### src/rtl/cn_pkg.sv
// Shared types for the completion notifier.
// Assumes: a single channel, with one completion outstanding at a time.
package cn_pkg;
    typedef enum logic [1:0] {
        CN_IDLE = 2'd0,
        CN_HDR  = 2'd1,
        CN_STAT = 2'd2
    } cn_state_e;

    // Notification plan for one completion.
    typedef struct packed {
        logic irq;
        logic hdr;
        logic stat;
    } cn_plan_t;
endpackage

### src/rtl/cn_decide.sv
// Decides which notifications a completing descriptor earns.
// Purely combinational. Assumes the configuration is stable around the strobe.
module cn_decide
    import cn_pkg::*;
(
    input  logic     cfg_irq_en,
    input  logic     cfg_hdr_wb_en,
    input  logic     cfg_sel_mode,
    input  logic     cfg_stat_all,
    input  logic     cfg_stat_icv,
    input  logic     done_req,
    input  logic     done_icv,
    output cn_plan_t plan
);
    logic notify;

    // Notify mode: every descriptor, or only those flagged in the header.
    always_comb begin
        notify    = !cfg_sel_mode || done_req;
        plan.irq  = notify && cfg_irq_en;
        plan.hdr  = notify && cfg_hdr_wb_en;
        plan.stat = cfg_stat_all || (cfg_stat_icv && done_icv);
    end
endmodule

### src/rtl/cn_irq.sv
// Produces one-cycle done and error interrupt pulses.
// Assumes: accept is a single-cycle qualified completion.
module cn_irq (
    input  logic clk,
    input  logic rst_n,
    input  logic accept,
    input  logic want_irq,
    input  logic err_vld,
    output logic irq_done,
    output logic irq_err
);
    // Register both pulses so they appear one cycle after the cause.
    always_ff @(posedge clk) begin
        if (!rst_n) begin
            irq_done <= 1'b0;
            irq_err  <= 1'b0;
        end else begin
            irq_done <= accept && want_irq;
            irq_err  <= err_vld;
        end
    end

    // The error interrupt follows every error strobe.
    p_err_irq_r11: assert property (@(posedge clk) disable iff (!rst_n)
        err_vld |=> irq_err);
    // A done pulse only follows an accepted completion.
    p_done_src_r2: assert property (@(posedge clk) disable iff (!rst_n)
        irq_done |-> $past(accept));
endmodule

### src/rtl/cn_seq.sv
// Writeback sequencer: issues the header request, then the status request,
// and holds each until it is acknowledged. The header word gets the done code
// in its top CODE_W bits. Assumes the bus master keeps ack low while idle.
module cn_seq
    import cn_pkg::*;
#(
    parameter int          DW        = 32,
    parameter int          CODE_W    = 8,
    parameter logic [CODE_W-1:0] DONE_CODE = 8'hFF
) (
    input  logic          clk,
    input  logic          rst_n,
    input  logic          accept,
    input  cn_plan_t      plan,
    input  logic [DW-1:0] hdr_in,
    input  logic          hdr_wb_ack,
    input  logic          st_wb_ack,
    output logic          hdr_wb_req,
    output logic [DW-1:0] hdr_wb_data,
    output logic          st_wb_req,
    output logic          rdy
);
    localparam int LOW_W = DW - CODE_W;

    cn_state_e     state_q, state_d;
    logic          stat_pend_q;
    logic [DW-1:0] data_q;

    // Next-state selection for the request sequence.
    always_comb begin
        state_d = state_q;
        case (state_q)
            CN_IDLE: if (accept) begin
                if (plan.hdr)       state_d = CN_HDR;
                else if (plan.stat) state_d = CN_STAT;
            end
            CN_HDR:  if (hdr_wb_ack) state_d = stat_pend_q ? CN_STAT : CN_IDLE;
            CN_STAT: if (st_wb_ack)  state_d = CN_IDLE;
            default: state_d = CN_IDLE;
        endcase
    end

    // State, pending status flag and captured header word.
    always_ff @(posedge clk) begin
        if (!rst_n) begin
            state_q     <= CN_IDLE;
            stat_pend_q <= 1'b0;
            data_q      <= '0;
        end else begin
            state_q <= state_d;
            if (accept && state_q == CN_IDLE) begin
                stat_pend_q <= plan.stat;
                data_q      <= {DONE_CODE, hdr_in[LOW_W-1:0]};
            end
        end
    end

    assign hdr_wb_req  = (state_q == CN_HDR);
    assign st_wb_req   = (state_q == CN_STAT);
    assign hdr_wb_data = data_q;
    assign rdy         = (state_q == CN_IDLE);

    // Requests hold until acknowledged, with the header word steady.
    p_hdr_hold_r7: assert property (@(posedge clk) disable iff (!rst_n)
        hdr_wb_req && !hdr_wb_ack |=> hdr_wb_req && $stable(hdr_wb_data));
    p_st_hold_r7: assert property (@(posedge clk) disable iff (!rst_n)
        st_wb_req && !st_wb_ack |=> st_wb_req);
    // Never both requests at once.
    p_one_req_r10: assert property (@(posedge clk) disable iff (!rst_n)
        $onehot0({hdr_wb_req, st_wb_req}));
    // Status directly after header only on header acknowledge.
    p_order_r10: assert property (@(posedge clk) disable iff (!rst_n)
        $rose(st_wb_req) && $past(hdr_wb_req) |-> $past(hdr_wb_ack));
    // The top byte of the outgoing header is the done code.
    p_code_r6: assert property (@(posedge clk) disable iff (!rst_n)
        hdr_wb_req |-> hdr_wb_data[DW-1 -: CODE_W] == DONE_CODE);
endmodule

### src/rtl/cmpl_notify.sv
// Top of the completion notifier. Qualifies the completion strobe with ready,
// decides the notifications, pulses interrupts and sequences the writebacks.
// Assumes: done_vld is taken only while cmpl_rdy is high.
module cmpl_notify
    import cn_pkg::*;
#(
    parameter int          DW        = 32,
    parameter int          CODE_W    = 8,
    parameter logic [CODE_W-1:0] DONE_CODE = 8'hFF
) (
    input  logic          clk,
    input  logic          rst_n,
    input  logic          cfg_irq_en,
    input  logic          cfg_hdr_wb_en,
    input  logic          cfg_sel_mode,
    input  logic          cfg_stat_all,
    input  logic          cfg_stat_icv,
    input  logic          done_vld,
    input  logic          done_req,
    input  logic          done_icv,
    input  logic [DW-1:0] hdr_in,
    input  logic          err_vld,
    output logic          cmpl_rdy,
    output logic          irq_done,
    output logic          irq_err,
    output logic          hdr_wb_req,
    input  logic          hdr_wb_ack,
    output logic [DW-1:0] hdr_wb_data,
    output logic          st_wb_req,
    input  logic          st_wb_ack
);
    cn_plan_t plan;
    logic     accept;

    assign accept = done_vld && cmpl_rdy;

    cn_decide u_decide (
        .cfg_irq_en    (cfg_irq_en),
        .cfg_hdr_wb_en (cfg_hdr_wb_en),
        .cfg_sel_mode  (cfg_sel_mode),
        .cfg_stat_all  (cfg_stat_all),
        .cfg_stat_icv  (cfg_stat_icv),
        .done_req      (done_req),
        .done_icv      (done_icv),
        .plan          (plan)
    );

    cn_irq u_irq (
        .clk      (clk),
        .rst_n    (rst_n),
        .accept   (accept),
        .want_irq (plan.irq),
        .err_vld  (err_vld),
        .irq_done (irq_done),
        .irq_err  (irq_err)
    );

    cn_seq #(.DW(DW), .CODE_W(CODE_W), .DONE_CODE(DONE_CODE)) u_seq (
        .clk         (clk),
        .rst_n       (rst_n),
        .accept      (accept),
        .plan        (plan),
        .hdr_in      (hdr_in),
        .hdr_wb_ack  (hdr_wb_ack),
        .st_wb_ack   (st_wb_ack),
        .hdr_wb_req  (hdr_wb_req),
        .hdr_wb_data (hdr_wb_data),
        .st_wb_req   (st_wb_req),
        .rdy         (cmpl_rdy)
    );

    // No request may be pending while ready is shown.
    p_busy_r12: assert property (@(posedge clk) disable iff (!rst_n)
        (hdr_wb_req || st_wb_req) |-> !cmpl_rdy);
endmodule

### config.mk
export PLATFORM = sky130hd
export DESIGN_NAME = cmpl_notify
export DESIGN_NICKNAME = d
export VERILOG_FILES = /design/src/rtl/cn_pkg.sv /design/src/rtl/cn_decide.sv /design/src/rtl/cn_irq.sv /design/src/rtl/cn_seq.sv /design/src/rtl/cmpl_notify.sv
export SDC_FILE = /design/constraint.sdc
export NUM_CORES = 1
export LEC_CHECK = 0
export ABC_AREA = 1
export CORE_AREA = 5 5 57 59
export CTS_BUF_LIST = sky130_fd_sc_hd__clkbuf_4 sky130_fd_sc_hd__clkbuf_8
export CTS_CLUSTER_DIAMETER = 200
export DETAILED_ROUTE_END_ITERATION = 8
export DIE_AREA = 0 0 62 64
export DONT_BUFFER_PORTS = 1
export PLACE_DENSITY = 0.65
export SLEW_MARGIN = 5
export SYNTH_ARGS = -nofsm -noshare
export SYNTH_HDL_FRONTEND = slang
export SYNTH_SLANG_ARGS = --single-unit
### constraint.sdc
create_clock -name clk -period 1.3 [get_ports clk]
set_input_delay 0.13 -clock clk [delete_from_list [all_inputs] [get_ports clk]]
set_output_delay 0.13 -clock clk [all_outputs]
set_load 0.02 [all_outputs]
### Word level (Yosys, flattened, before mapping)

Index checks and enable logic that the tools add are counted.

| storage, ports and cells | value |
|---|---|
| bits in latches | 0 |
| memories | 0 |
| flip-flop bits (word level) | 30 |
| word-level logic and storage cells | 29 |
| input bits | 45 |
| memory bits (writable) | 0 |
| memory bits (read-only) | 0 |
| output and inout bits | 37 |

| cells by class | value |
|---|---|
| bitwise logic cells | 0 |
| multiplexer cells | 7 |
| shifts and indexed selects | 0 |
| div/mod/pow operators | 0 |
| eq/ne operators | 6 |
| $lt $le $gt $ge | 0 |
| reductions and logical operators | 11 |
| $mul | 0 |
| add/subtract/negate cells | 0 |

Operators by type and width:

| cell | number |
|---|---|
| 2-to-1 mux 2 bit | 6 |
| logical AND 1 bit | 6 |
| != test 2 x 1 -> 1 bit (second input constant) | 3 |
| one-hot mux 2 bit (3 select lines) | 1 |
| AND reduction 4 bit | 1 |
| != test 3 x 1 -> 1 bit (second input constant) | 1 |
| equality test 2 x 1 -> 1 bit (second input constant) | 1 |
| equality test 2 bit (second input constant) | 1 |
| zero test 2 bit | 1 |
| logical OR 1 bit | 2 |
| zero test 1 bit | 1 |

### Longest topological paths before layout

Gate-level depths: netlist of the first run.

| logic depth | value |
|---|---|
| depth after elaboration | 6 |
| gate-level depth with buffers | 8 |
| gate-level depth less buffers | 8 |

### By module

A second synthesis of the first run with hierarchy kept.

| second synthesis, totals | value |
|---|---|
| cell total of the unflattened synthesis | 160 |
| area total of the unflattened synthesis | 1222.4 um^2 |

Modules (own cells, without submodules):

| module | cells an instance | seq. area each (um^2) | area each (um^2) | times used |
|---|---|---|---|---|
| cn_seq | 143 | 560.5 | 1123.6 | 1 |
| cn_irq | 7 | 40.0 | 58.8 | 1 |
| cn_decide | 8 | 0.0 | 32.5 | 1 |
| cmpl_notify | 2 | 0.0 | 7.5 | 1 |

### Worst setup path before layout of the first run

OpenSTA, ideal clock, no wires.

| path | value |
|---|---|
| path type | register -> register |
| start | register u_seq.state_q[0] |
| end | register u_seq.data_q[10] (netlist: u_seq.hdr_wb_data[10]) |
| required time | 1187 ps |
| library setup time | 113 ps |
| arrival time | 1044 ps |
| setup slack | 143 ps |
| period minus slack after synthesis | 1157 ps |
| stages on the path, launching flop included | 6 |
| path buffers | 1 |
| cell sequence | dfxtp_1 > nor2_4 > nand2_4 > buf_4 > o21ai_1 > nor2_1 |

| between the ends | value |
|---|---|
| cells in the longest elaborated chain, start to end | 3 |

Ends and longest elaborated chain:

| what | RTL line | text |
|---|---|---|
| start: declaration | cn_seq.sv:25 | `cn_state_e state_q, state_d;` |
| start signal: assignment | cn_seq.sv:50 | `state_q <= state_d;` |
| zero test 2 bit (*) | cn_seq.sv:61 | `assign rdy = (state_q == CN_IDLE);` |
| named net cmpl_rdy | cmpl_notify.sv:23 | `output logic cmpl_rdy,` |
| logical AND 1 bit | cmpl_notify.sv:35 | `assign accept = done_vld && cmpl_rdy;` |
| logical AND 1 bit (*) | cn_seq.sv:51 | `if (accept && state_q == CN_IDLE) begin` |
| end signal: assignment | cn_seq.sv:53 | `data_q <= {DONE_CODE, hdr_in[LOW_W-1:0]};` |
| end: declaration | cn_seq.sv:27 | `logic [DW-1:0] data_q;` |

The timed path passes the listed nets; every way through them passes the cells marked *.
A chain may end at the register's enable or synchronous reset.

### Final worst setup path of the first run

| path | value |
|---|---|
| start | register u_seq.state_q[0] |
| end | register u_seq.state_q[0] |

| between the ends | value |
|---|---|
| cells in the longest elaborated chain, start to end | 4 |
| elaborated cells on any way between the ends | 10 |
| classes of those cells | eq/ne (6); mux (1); reduce/logical (3) |

Ends and longest elaborated chain:

| what | RTL line |
|---|---|
| zero test 2 bit | cn_seq.sv:32, cn_seq.sv:61 |
| logical AND 1 bit | cmpl_notify.sv:35 |
| != test 2 x 1 -> 1 bit (no source line) | - |
| AND reduction 4 bit (no source line) | - |

Several ways; a longest one is shown, not always the timed one.

==> summary.md, run 1 <==
| Metric | Value |
|---|---|
| Status | finished with violations |
| Failing checks | hold timing |
| Seq cells post-synth | 30 |
| Worst skew pair latency | 0.31 ns |
| Crit path depth | 3 |
| Crit path from | u_seq.state_q[0] |
| Hold/Removal Path Class | primary input to flop |
| # clock sinks | 30 |
| Max Slew Vio Count | 0 |
| First-pass GRT wire length | 4188 um |
| Final Core Density | 48.92% |
| Slew HR | 81.42% |
| Slew @ Worst Pin | 0.2787 ns |
| Vias | 965 |
| Max Buffers Root-to-Sink | 2 |
| TritonCTS Buffers | 5 |
| Wire per inst | 14.13 um |
| Dpl hpwl | 1973 um |
| Leak Pwr | 0.5736 nW |
| Syn nets | 205 |
| Post-Syn Area | 1222 um2 |
| Vias in the first global route | 972 |
| Gpl congestion | 0.7631 |
| Share of cells above drive strength 1 | 12.42% |
| Initial antenna violation count | 0 |
| Synthesized area per cell | 7.640 um2 |
| FFs w/ async S/R, synth | 0% |
| R2r startpoint | u_seq.state_q[0] |
| Area leader, netlist | dfxtp_1 |
| Crit Path Class | flop to flop |
| Routed Antenna Nets | 0 |
| Crit path buffers/inverters | 1 |
| WL final | 2713 um |
| Final Hold Vio Count | 28 |
| Worst Setup Slack post-DPL | 0.08779 ns |
| CORE AREA | 2663 um2 |
| CTS clk-pin slew, worst paths | 0.08 ns |
| Cell variety after synth | 18 |
| Core Rows | 19 |
| GRT Total Usage | 14.52% |
| CTS root buf | clkbuf_4 |
| Power Density | 1708 nW/um2 |
| CTS tree | yes |
| H-tree level count | 2 |
| Main synth FF type | dfxtp_1 |
| Delay-heaviest family, CP | buffers and inverters |
| Die height | 64 um |
| Hold Slack | -0.07113 ns |
| Gate Count Post-Synth | 160 |
| Synth top cells by count | nor2_1, dfxtp_1, o21ai_0, o21ai_1 |
| Top cell type's share of synthesized area | 49.13% |
| Final setup violation count | 0 |
| Largest net degree at the start of global routing | 32 |
| TNS Setup | 0 ns |
| Tmin final | 1.255 ns |
| CP arrival | 1.50 ns |
| Hold Path Stages | 2 |
| CP endpoint kind | flop |
| Max Clock Skew | 0.004372 ns |
| R2R depth | 3 |
| FMAX | 796.6 MHz |
| Period utilisation layout | 96.57% |
| Min setup slack post-route | 0.04461 ns |
| Max-cap violations | 0 |
| Die ar. | 3968 um2 |
| Min-delay src | rst_n |
| Post-route cell area | 1303 um2 |
| Initial drt markers | 5 |
| Vias per cell | 5.026 |
| N_diodes | 0 |
| CP Cell Sequence | nand2_1, dlygate4sd3_1, o21ai_1 |
| Most common cell in the synthesized netlist | nor2_1 |
| DR DRC count | 0 |
| DRT Pass-1 Iters | 2 |
| Nets | 206 |
| Area grow syn2layout | 6.551% |
| CP max stage delay | 0.57 ns |
| Worst vdd ir | 942.8 uV |
| Worst path required time | 1.55 ns |
| Startpoint types | flop |
| Die W | 62 um |
| Seq/Total Area, Yosys | 49.13% |
| Crit Path Max Fanout | 6 |
| Number of top-level pins | 82 |
| Synth top area cells | dfxtp_1, nor2_1, o21ai_0 |
| Slowest CP cell | dlygate4sd3_1 |
| Initial Util | 45.91% |
| Synth warn | 0 |
| Cell Area, Placed | 1192 um2 |
| PortBufs | 0 |
| Global route total overflow | 0 |
| Number of synthesized flops with an enable pin | 0 |
-- final timing paths --
path	endpoint	slack, ns
worst max-delay path	u_seq.state_q[0]	0.04
worst min-delay path	u_seq.state_q[1]	-0.07
worst max register to register	u_seq.state_q[0]	0.04
worst min register to register	u_seq.stat_pend_q	0.47
-- logic make-up (layout without fill, tap and decap cells) --
group | after synthesis | in the layout | synth area share [%]
flops | 30 | 30 | 49.13
compound gates | 29 | 29 | 12.08
simple gates | 75 | 75 | 25.49
buf+inv | 26 | 27 | 13.31
-- state kept, by name, summed over array words and instances (netlist names) --
register           count
u_irq.irq_done         1
u_seq.hdr_wb_data     25
u_seq.state_q          2
u_irq.irq_err          1
u_seq.stat_pend_q      1
-- stage by stage --
step                      power, mW  instances
after floorplan               1.669        160
after global placement        1.681        181
after detailed placement      1.705        181
after CTS                     2.238        191
after global routing          2.391        192
final                         2.225        192
-- power by group --
group,internal [mW],switching (mW),leakage (nW),total (mW)
registers,1.04,0.221,0.250,1.26
logic,0.165,0.277,0.292,0.443
clock network,0.245,0.276,0.0322,0.521
total,1.45,0.774,0.574,2.23
-- layout make-up --
class	count	area, um2
inverters	12	50.05
flip-flops and latches	30	604.3
repair buffers	8	86.33
fillers	291	1360
clock buffers	7	52.55
well taps	31	38.79
multi-input cells	104	470.5
-- per-layer routing --
| metal | vias to the layer above | share of wire (%) | global-route usage [%] |
|---|---|---|---|
| met5 | - | 0 | 0 |
| met4 | 0 | 2.5 | 9.019 |
| met3 | 7 | 10 | 5.835 |
| met2 | 44 | 50 | 24.09 |
| met1 | 420 | 38 | 14.55 |
| li1 | 494 | - | - |
-- what timing repair did --
item,in CTS,in global routing
endpoints found under the setup margin,1,22
setup buffers,0,0
gates resized for setup,1,4
pin swaps,0,1
hold buffers,3,1
hold endpoints to repair,30,28
-- placed cells by master (no fill, tap or decap), types with 2 or more instances in the layout --
cell type / instances
nand3_1: 5
o21ai_1: 13
clkbuf_4: 7
dfxtp_2: 3
nand2_1: 11
dlygate4sd3_1: 4
dfxtp_1: 27
a21oi_1: 2
o21ai_0: 13
buf_4: 2
nor2_1: 53
nor2_2: 3
inv_1: 11
No activity file was read; power rests on OpenSTA's default activity.
==> inputs of run 2 (changes only) <==
--- a/config.mk
+++ b/config.mk
@@ -7,7 +7,7 @@
 export LEC_CHECK = 0
 export ABC_AREA = 1
 export CORE_AREA = 5 5 57 59
-export CTS_BUF_LIST = sky130_fd_sc_hd__clkbuf_4 sky130_fd_sc_hd__clkbuf_8
+export CTS_BUF_LIST = sky130_fd_sc_hd__clkbuf_16
 export CTS_CLUSTER_DIAMETER = 200
 export DETAILED_ROUTE_END_ITERATION = 8
 export DIE_AREA = 0 0 62 64
==> run 2 against run 1 <==
Effect of this change: the run now ends clean; largest power group unchanged; first-iteration DRC count grew to 3.6 times the previous value; power is 22% higher; flip-flop and latch count stayed put; clock skew is 0.0020 ns lower.
==> summary.md, run 2 (same netlist as run 1, synthesis figures left out) <==
| Metric | Value |
|---|---|
| N_diodes | 0 (unchanged) |
| Nets | 204 (-0.97%) |
| CP endpoint kind | flop |
| Power Density | 1999 nW/um2 (+17%) |
| Most frequent CP cell | nor2_1 |
| Slew @ Worst Pin | 0.3833 ns (+0.1047 ns) |
| Max Slew Vio Count | 0 (unchanged) |
| Routed Antenna Nets | 0 (unchanged) |
| Initial antenna violation count | 0 (unchanged) |
| Core Rows | 19 (unchanged) |
| Dpl hpwl | 1973 um (unchanged) |
| Reg area | 604.3 um2 (unchanged) |
| Hold/Removal Path Class | primary input to flop |
| Worst vdd ir | 1666 uV (+77%) |
| PortBufs | 0 (unchanged) |
| R2r startpoint | u_seq.state_q[1] |
| Worst path required time | 1.46 ns (-0.09 ns) |
| Area grow syn2layout | 11.26% |
| Min setup slack post-route | 0.1100 ns (+0.06534 ns) |
| RSZ-0062 raised after global routing | no |
| Status | completed |
| Leak Pwr | 0.6113 nW (+6.6%) |
| TNS Setup | 0 ns (unchanged) |
| FMAX | 840.3 MHz (+5.5%) |
| CTS root buf | clkbuf_16 |
| Final setup violation count | 0 (unchanged) |
| DRT Pass-1 Iters | 4 (+2) |
| GRT Total Usage | 14.44% (-0.079 points) |
| Worst skew pair latency | 0.26 ns (-0.05 ns) |
| Number of top-level pins | 82 (unchanged) |
| Wire per inst | 14.39 um (+1.9%) |
| Crit Path Class | flop to flop |
| Worst Setup Slack post-DPL | 0.08779 ns (unchanged) |
| Initial Util | 45.91% (unchanged) |
| Crit path from | u_seq.state_q[1] |
| WL final | 2735 um (+0.81%) |
| R2R depth | 7 (+4) |
| Period utilisation layout | 91.54% (-5.0 points) |
| Share of cells above drive strength 1 | 10.69% (-1.7 points) |
| Max-cap violations | 0 (unchanged) |
| Vias in the first global route | 972 (unchanged) |
| Crit Path Max Fanout | 4 (-2) |
| Max reg flops | 25 (unchanged) |
| Final Hold Vio Count | 0 (-100%) |
| First-pass GRT wire length | 4215 um (+0.64%) |
| # clock sinks | 30 (unchanged) |
| DR DRC count | 0 (unchanged) |
| Max Clock Skew | 0.002416 ns (-0.001957 ns) |
| Global route total overflow | 0 (unchanged) |
| Initial drt markers | 18 (+13) |
| Vias | 953 (-1.2%) |
| CP endpoint | u_seq.state_q[1] |
| Crit path depth | 7 (+4) |
| Reg-to-reg endpoint | u_seq.state_q[1] |
| Reg2reg setup slack | 0.11 ns (+0.07 ns) |
| Max Buffers Root-to-Sink | 2 (unchanged) |
| Die height | 64 um (unchanged) |
| H-tree level count | 2 (unchanged) |
| Fillers | 284 (-2.4%) |
| Gpl congestion | 0.7631 (unchanged) |
| Most common cell after layout, fill and taps aside | nor2_1 |
| CTS tree | yes |
| Tmin final | 1.190 ns (-0.06534 ns) |
| CORE AREA | 2663 um2 (unchanged) |
| Multi-input gate area | 467.9 um2 (-0.53%) |
| Commonest cells after routing, fill and taps aside | nor2_1, dfxtp_1, inv_1, o21ai_1, o21ai_0 |
| Delay-heaviest family, CP | simple AND/OR/NAND/NOR gates |
| Die W | 62 um (unchanged) |
| Die ar. | 3968 um2 (unchanged) |
| CP arrival | 1.35 ns (-0.15 ns) |
| Slowest CP cell | dfxtp_2 |
| Crit path buffers/inverters | 1 (unchanged) |
| Hold Slack | 0.001673 ns (+0.07281 ns) |
| Startpoint types | flop |
| CP max stage delay | 0.34 ns (-0.23 ns) |
| Post-CTS setup buffer count | 0 (unchanged) |
| Largest net degree at the start of global routing | 27 (-16%) |
| Slew HR | 74.35% (-7.1 points) |
| CP Cell Sequence | nor2_4, buf_6, nand3_1, nor2_1, nor2_1, nor2_1, nor2_1 |
| TritonCTS Buffers | 5 (unchanged) |
| Vias per cell | 5.016 (-0.20%) |
| CTS clk-pin slew, worst paths | 0.05 ns (-0.03 ns) |
## run 2: cell count changes in the layout (fill, tap and decap cells not counted), sizes merged
cell / previous run / this run
clkbuf: 7 / 5
dlygate4sd3: 4 / 2
inv: 12 / 14
## run 2: report_power, final
part	switching (mW)	internal, mW	total [mW]
Combinational	0.278	0.161	0.439
Sequential	0.221	1.04	1.27
Clock	0.335	0.678	1.01
Total	0.835	1.88	2.72
## run 2: how the worst min path moves through the flow
| stage | start | endpoint | slack (ns) | cells after the start |
|---|---|---|---|---|
| detailed placement | rst_n | u_irq.irq_err | 0.24 | 2 |
| CTS | rst_n | u_seq.hdr_wb_data[6] | 0.0005 | 2 |
| floorplan | err_vld | u_irq.irq_err | 0.23 | 2 |
| global route | rst_n | u_seq.hdr_wb_data[19] | 0.01 | 2 |
| global placement | rst_n | u_irq.irq_err | 0.23 | 2 |
| finish | rst_n | u_seq.hdr_wb_data[21] | 0.002 | 2 |
## run 2: cell type report
| type | count | area share, % |
|---|---|---|
| inverters | 12 | 3.680 |
| clock inverters | 2 | 0.5520 |
| clock buffers | 5 | 9.200 |
| flip-flops and latches | 30 | 44.43 |
| well taps | 31 | 2.852 |
| multi-input cells | 104 | 34.41 |
| repair buffers | 6 | 4.876 |
## run 2: worst register-to-register path, delay by kind of cell, from the launching register on
| family | cells | cell delay, ns |
|---|---|---|
| buffers and inverters | 1 | 0.16 |
| flip-flops | 1 | 0.34 |
| AND/OR/NAND/NOR | 6 | 0.58 |
## run 2: through the flow
step	power, mW	util [%]	instances	area (um2)
6_report	2.719	51.08	190	1360
5_1_grt	2.881	51.08	190	1360
4_1_cts	2.738	50.52	190	1345
3_5_place_dp	1.705	44.78	181	1192
3_3_place_gp	1.681	44.78	181	1192
2_1_floorplan	1.669	-	160	1222
## run 2: layer usage
layer  routed length (um)  vias to the layer above  global-route usage [%]
met1                 1097                      415                   15.04
li1                     -                      489                       -
met3                  262                        2                   5.835
met5                    0                        -                       0
met4                   18                        0                   6.631
met2                 1357                       47                   24.48
## run 2: timing repair
action                                  CTS  global route
hold buffers                              2             0
hold endpoints to repair                  6             0
resized for setup                         0             4
endpoints found under the setup margin    0             8
==> inputs of run 3 (changes only) <==
--- a/config.mk
+++ b/config.mk
@@ -16,4 +16,5 @@
 export SLEW_MARGIN = 5
 export SYNTH_ARGS = -nofsm -noshare
 export SYNTH_HDL_FRONTEND = slang
+export SYNTH_HIERARCHICAL = 1
 export SYNTH_SLANG_ARGS = --single-unit
==> run 3 against run 2 <==
Effect of this change: non-clock buffer count up 4; critical path depth fell by 4; register-to-register slack hardly changed; sequential share of layout area is 2.0 points lower.
==> summary.md, run 3 <==
| Metric | Value |
|---|---|
| CP arrival | 1.13 ns (-0.22 ns) |
| Max reg flops | 25 (unchanged) |
| Gpl congestion | 0.7265 (-4.8%) |
| Syn nets | 205 (unchanged) |
| Worst vdd ir | 1452 uV (-13%) |
| CTS clk-pin slew, worst paths | 0.05 ns (about the same) |
| Vias in the first global route | 988 (+1.6%) |
| N_diodes | 0 (unchanged) |
| CP endpoint kind | output port |
| R2r startpoint | u_seq/state_q[0] |
| Slowest CP cell | dfxtp_1 |
| Endpoint, Worst Hold | u_seq/hdr_wb_data[1] |
| Leak Pwr | 0.6337 nW (+3.7%) |
| Initial Util | 45.91% (unchanged) |
| Worst path required time | 1.17 ns (-0.29 ns) |
| Multi-input gate area | 467.9 um2 (unchanged) |
| Die ar. | 3968 um2 (unchanged) |
| FMAX | 791.5 MHz (-5.8%) |
| Most common cell after layout, fill and taps aside | nor2_1 |
| CP Cell Sequence | buf_4, inv_1, nor2_1 |
| CORE AREA | 2663 um2 (unchanged) |
| Number of synthesized flops with an enable pin | 0 (unchanged) |
| Cell variety after synth | 17 (-1) |
| Power Density | 2173 nW/um2 (+8.7%) |
| Startpoint types | flop |
| Hold Path Stages | 2 (unchanged) |
| Seq/Total Area, Yosys | 49.13% (unchanged) |
| Die W | 62 um (unchanged) |
| DRT Pass-1 Iters | 4 (unchanged) |
| Hold/Removal Path Class | primary input to flop |
| Dpl hpwl | 1938 um (-1.8%) |
| Synthesized area per cell | 7.640 um2 (unchanged) |
| Synth top area cells | dfxtp_1, nor2_1, o21ai_0 |
| Cell Area, Placed | 1200 um2 (+0.63%) |
| Routed Antenna Nets | 0 (unchanged) |
| Final non-filler cell total | 196 (+3.2%) |
| Global route total overflow | 0 (unchanged) |
| H-tree level count | 2 (unchanged) |
| WL met2 | 1471 um (+8.4%) |
| R2R depth | 7 (unchanged) |
| Top layer in use | met4 |
| Vias per cell | 5.036 (+0.40%) |
| Period utilisation layout | 97.19% (+5.6 points) |
| Max-cap violations | 0 (unchanged) |
| Status | completed |
| GRT Total Usage | 14.78% (+0.34 points) |
| Synth top cells by count | nor2_1, dfxtp_1, o21ai_0, inv_1, nand2_1 |
| Max Buffers Root-to-Sink | 2 (unchanged) |
| CTS tree | yes |
| Hold Slack | 0.004495 ns (+0.002822 ns) |
| FFs w/ async S/R, synth | 0% (unchanged) |
| Reg-to-reg endpoint | u_seq/state_q[1] |
| Initial drt markers | 40 (+22) |
| Placed cells | 183 (+1.1%) |
| CTS root buf | clkbuf_16 |
| Final setup violation count | 0 (unchanged) |
| Commonest cells after routing, fill and taps aside | nor2_1, dfxtp_1, o21ai_0, inv_1, nand2_1 |
| Crit Path Class | flop to output port |
| RSZ-0062 raised after global routing | yes |
| # clock sinks | 30 (unchanged) |
| Final Core Density | 53.29% (+2.2 points) |
| First-pass GRT wire length | 4319 um (+2.5%) |
| WL final | 2893 um (+5.8%) |
| Number of top-level pins | 82 (unchanged) |
| DR DRC count | 0 (unchanged) |
| PortBufs | 0 (unchanged) |
| Wire per inst | 14.76 um (+2.5%) |
| Area leader, netlist | dfxtp_1 |
| Reg2reg setup slack | 0.11 ns (about the same) |
| Share of cells above drive strength 1 | 12.12% (+1.4 points) |
| Gate Count Post-Synth | 160 (unchanged) |
| Fillers | 253 (-11%) |
| Max Slew Vio Count | 0 (unchanged) |
| Tmin final | 1.263 ns (+0.07344 ns) |
| Slew HR | 74.30% (about the same) |
| Initial antenna violation count | 0 (unchanged) |
| Main synth FF type | dfxtp_1 |
| Worst skew pair latency | 0.26 ns (about the same) |
| Nets | 210 (+2.9%) |
| Slew @ Worst Pin | 0.3841 ns (+0.0007560 ns) |
| Die height | 64 um (unchanged) |
| Synth warn | 6 (+6) |
| Met3 wire len | 330 um (+26%) |
| Min-delay src | rst_n |
| Area grow syn2layout | 16.07% |
| Post-route cell area | 1419 um2 (+4.3%) |
| M1 WL | 1074 um (-2.1%) |
| Post-Syn Area | 1222 um2 (unchanged) |
| Max Clock Skew | 0.002805 ns (+0.0003895 ns) |
| Most common cell in the synthesized netlist | nor2_1 |
| Top cell type's share of synthesized area | 49.13% (unchanged) |
| Crit Path Max Fanout | 4 (unchanged) |
| Reg area | 601.8 um2 (-0.41%) |
| Core Rows | 19 (unchanged) |
| Vias | 987 (+3.6%) |
| TritonCTS Buffers | 5 (unchanged) |
| Seq cells post-synth | 30 (unchanged) |
| Largest net degree at the start of global routing | 27 (unchanged) |
| CP max stage delay | 0.37 ns (+0.03 ns) |
| Final Hold Vio Count | 0 (unchanged) |
## run 3: power breakdown
group	switching, mW	internal (mW)	leakage, nW
combinational	0.445	0.230	0.316
clock	0.338	0.686	0.0694
sequential	0.293	1.09	0.249
total	1.08	2.01	0.634
## run 3: cell families after synthesis
| family | Yosys count | share of synthesized area (%) |
|---|---|---|
| simple gates | 72 | 24.36 |
| flops | 30 | 49.13 |
| compound gates | 30 | 12.28 |
| buf+inv | 28 | 14.23 |
## run 3: stage by stage
step | total power [mW] | worst slack [ns] | TNS, ns
after floorplan | 1.959 | 0.001378 | 0
after detailed placement | 2.003 | 0.02458 | 0
after global routing | 3.299 | -0.01934 | -0.03326
after CTS | 3.051 | 0.01448 | 0
after global placement | 1.969 | 0.07705 | 0
final | 3.083 | 0.03651 | 0
## run 3: layer usage
metal	vias to the layer above	GRT usage [%]
li1	505	-
met1	434	15.60
met2	46	24.87
met3	2	7.847
met4	0	4.244
met5	-	0
## run 3: cell type report
| type | count | share of cell area (%) |
|---|---|---|
| Clock inverter | 2 | 0.7055 |
| Tap cell | 31 | 2.734 |
| Clock buffer | 5 | 8.818 |
| Multi-Input combinational cell | 103 | 32.98 |
| Inverter | 15 | 5.291 |
| Sequential cell | 30 | 42.42 |
| Timing Repair Buffer | 10 | 7.055 |
## run 3: repair_timing
action,CTS,global route
hold endpoints to repair,6,0
setup buffers,0,0
resized for setup,0,6
hold buffers,5,0
endpoints found under the setup margin,0,28
## run 3: worst max-delay path, delay by kind of cell, from the launching register on
family                 cells  cell delay, ns
flip-flops                 1            0.37
AND/OR/NAND/NOR            1            0.30
buffers and inverters      2            0.21
## run 3: worst max path at each step
stage,startpoint,end,slack (ns),depth (start not counted)
2_1_floorplan,u_seq/state_q[0],u_seq/hdr_wb_data[1],0.001,7
5_1_grt,u_seq/state_q[0],hdr_wb_req,-0.02,3
6_report,u_seq/state_q[1],st_wb_req,0.04,3
3_3_place_gp,u_seq/state_q[0],u_seq/hdr_wb_data[6],0.08,7
4_1_cts,u_seq/state_q[0],u_seq/hdr_wb_data[13],0.01,7
3_5_place_dp,u_seq/state_q[0],u_seq/hdr_wb_data[21],0.02,7
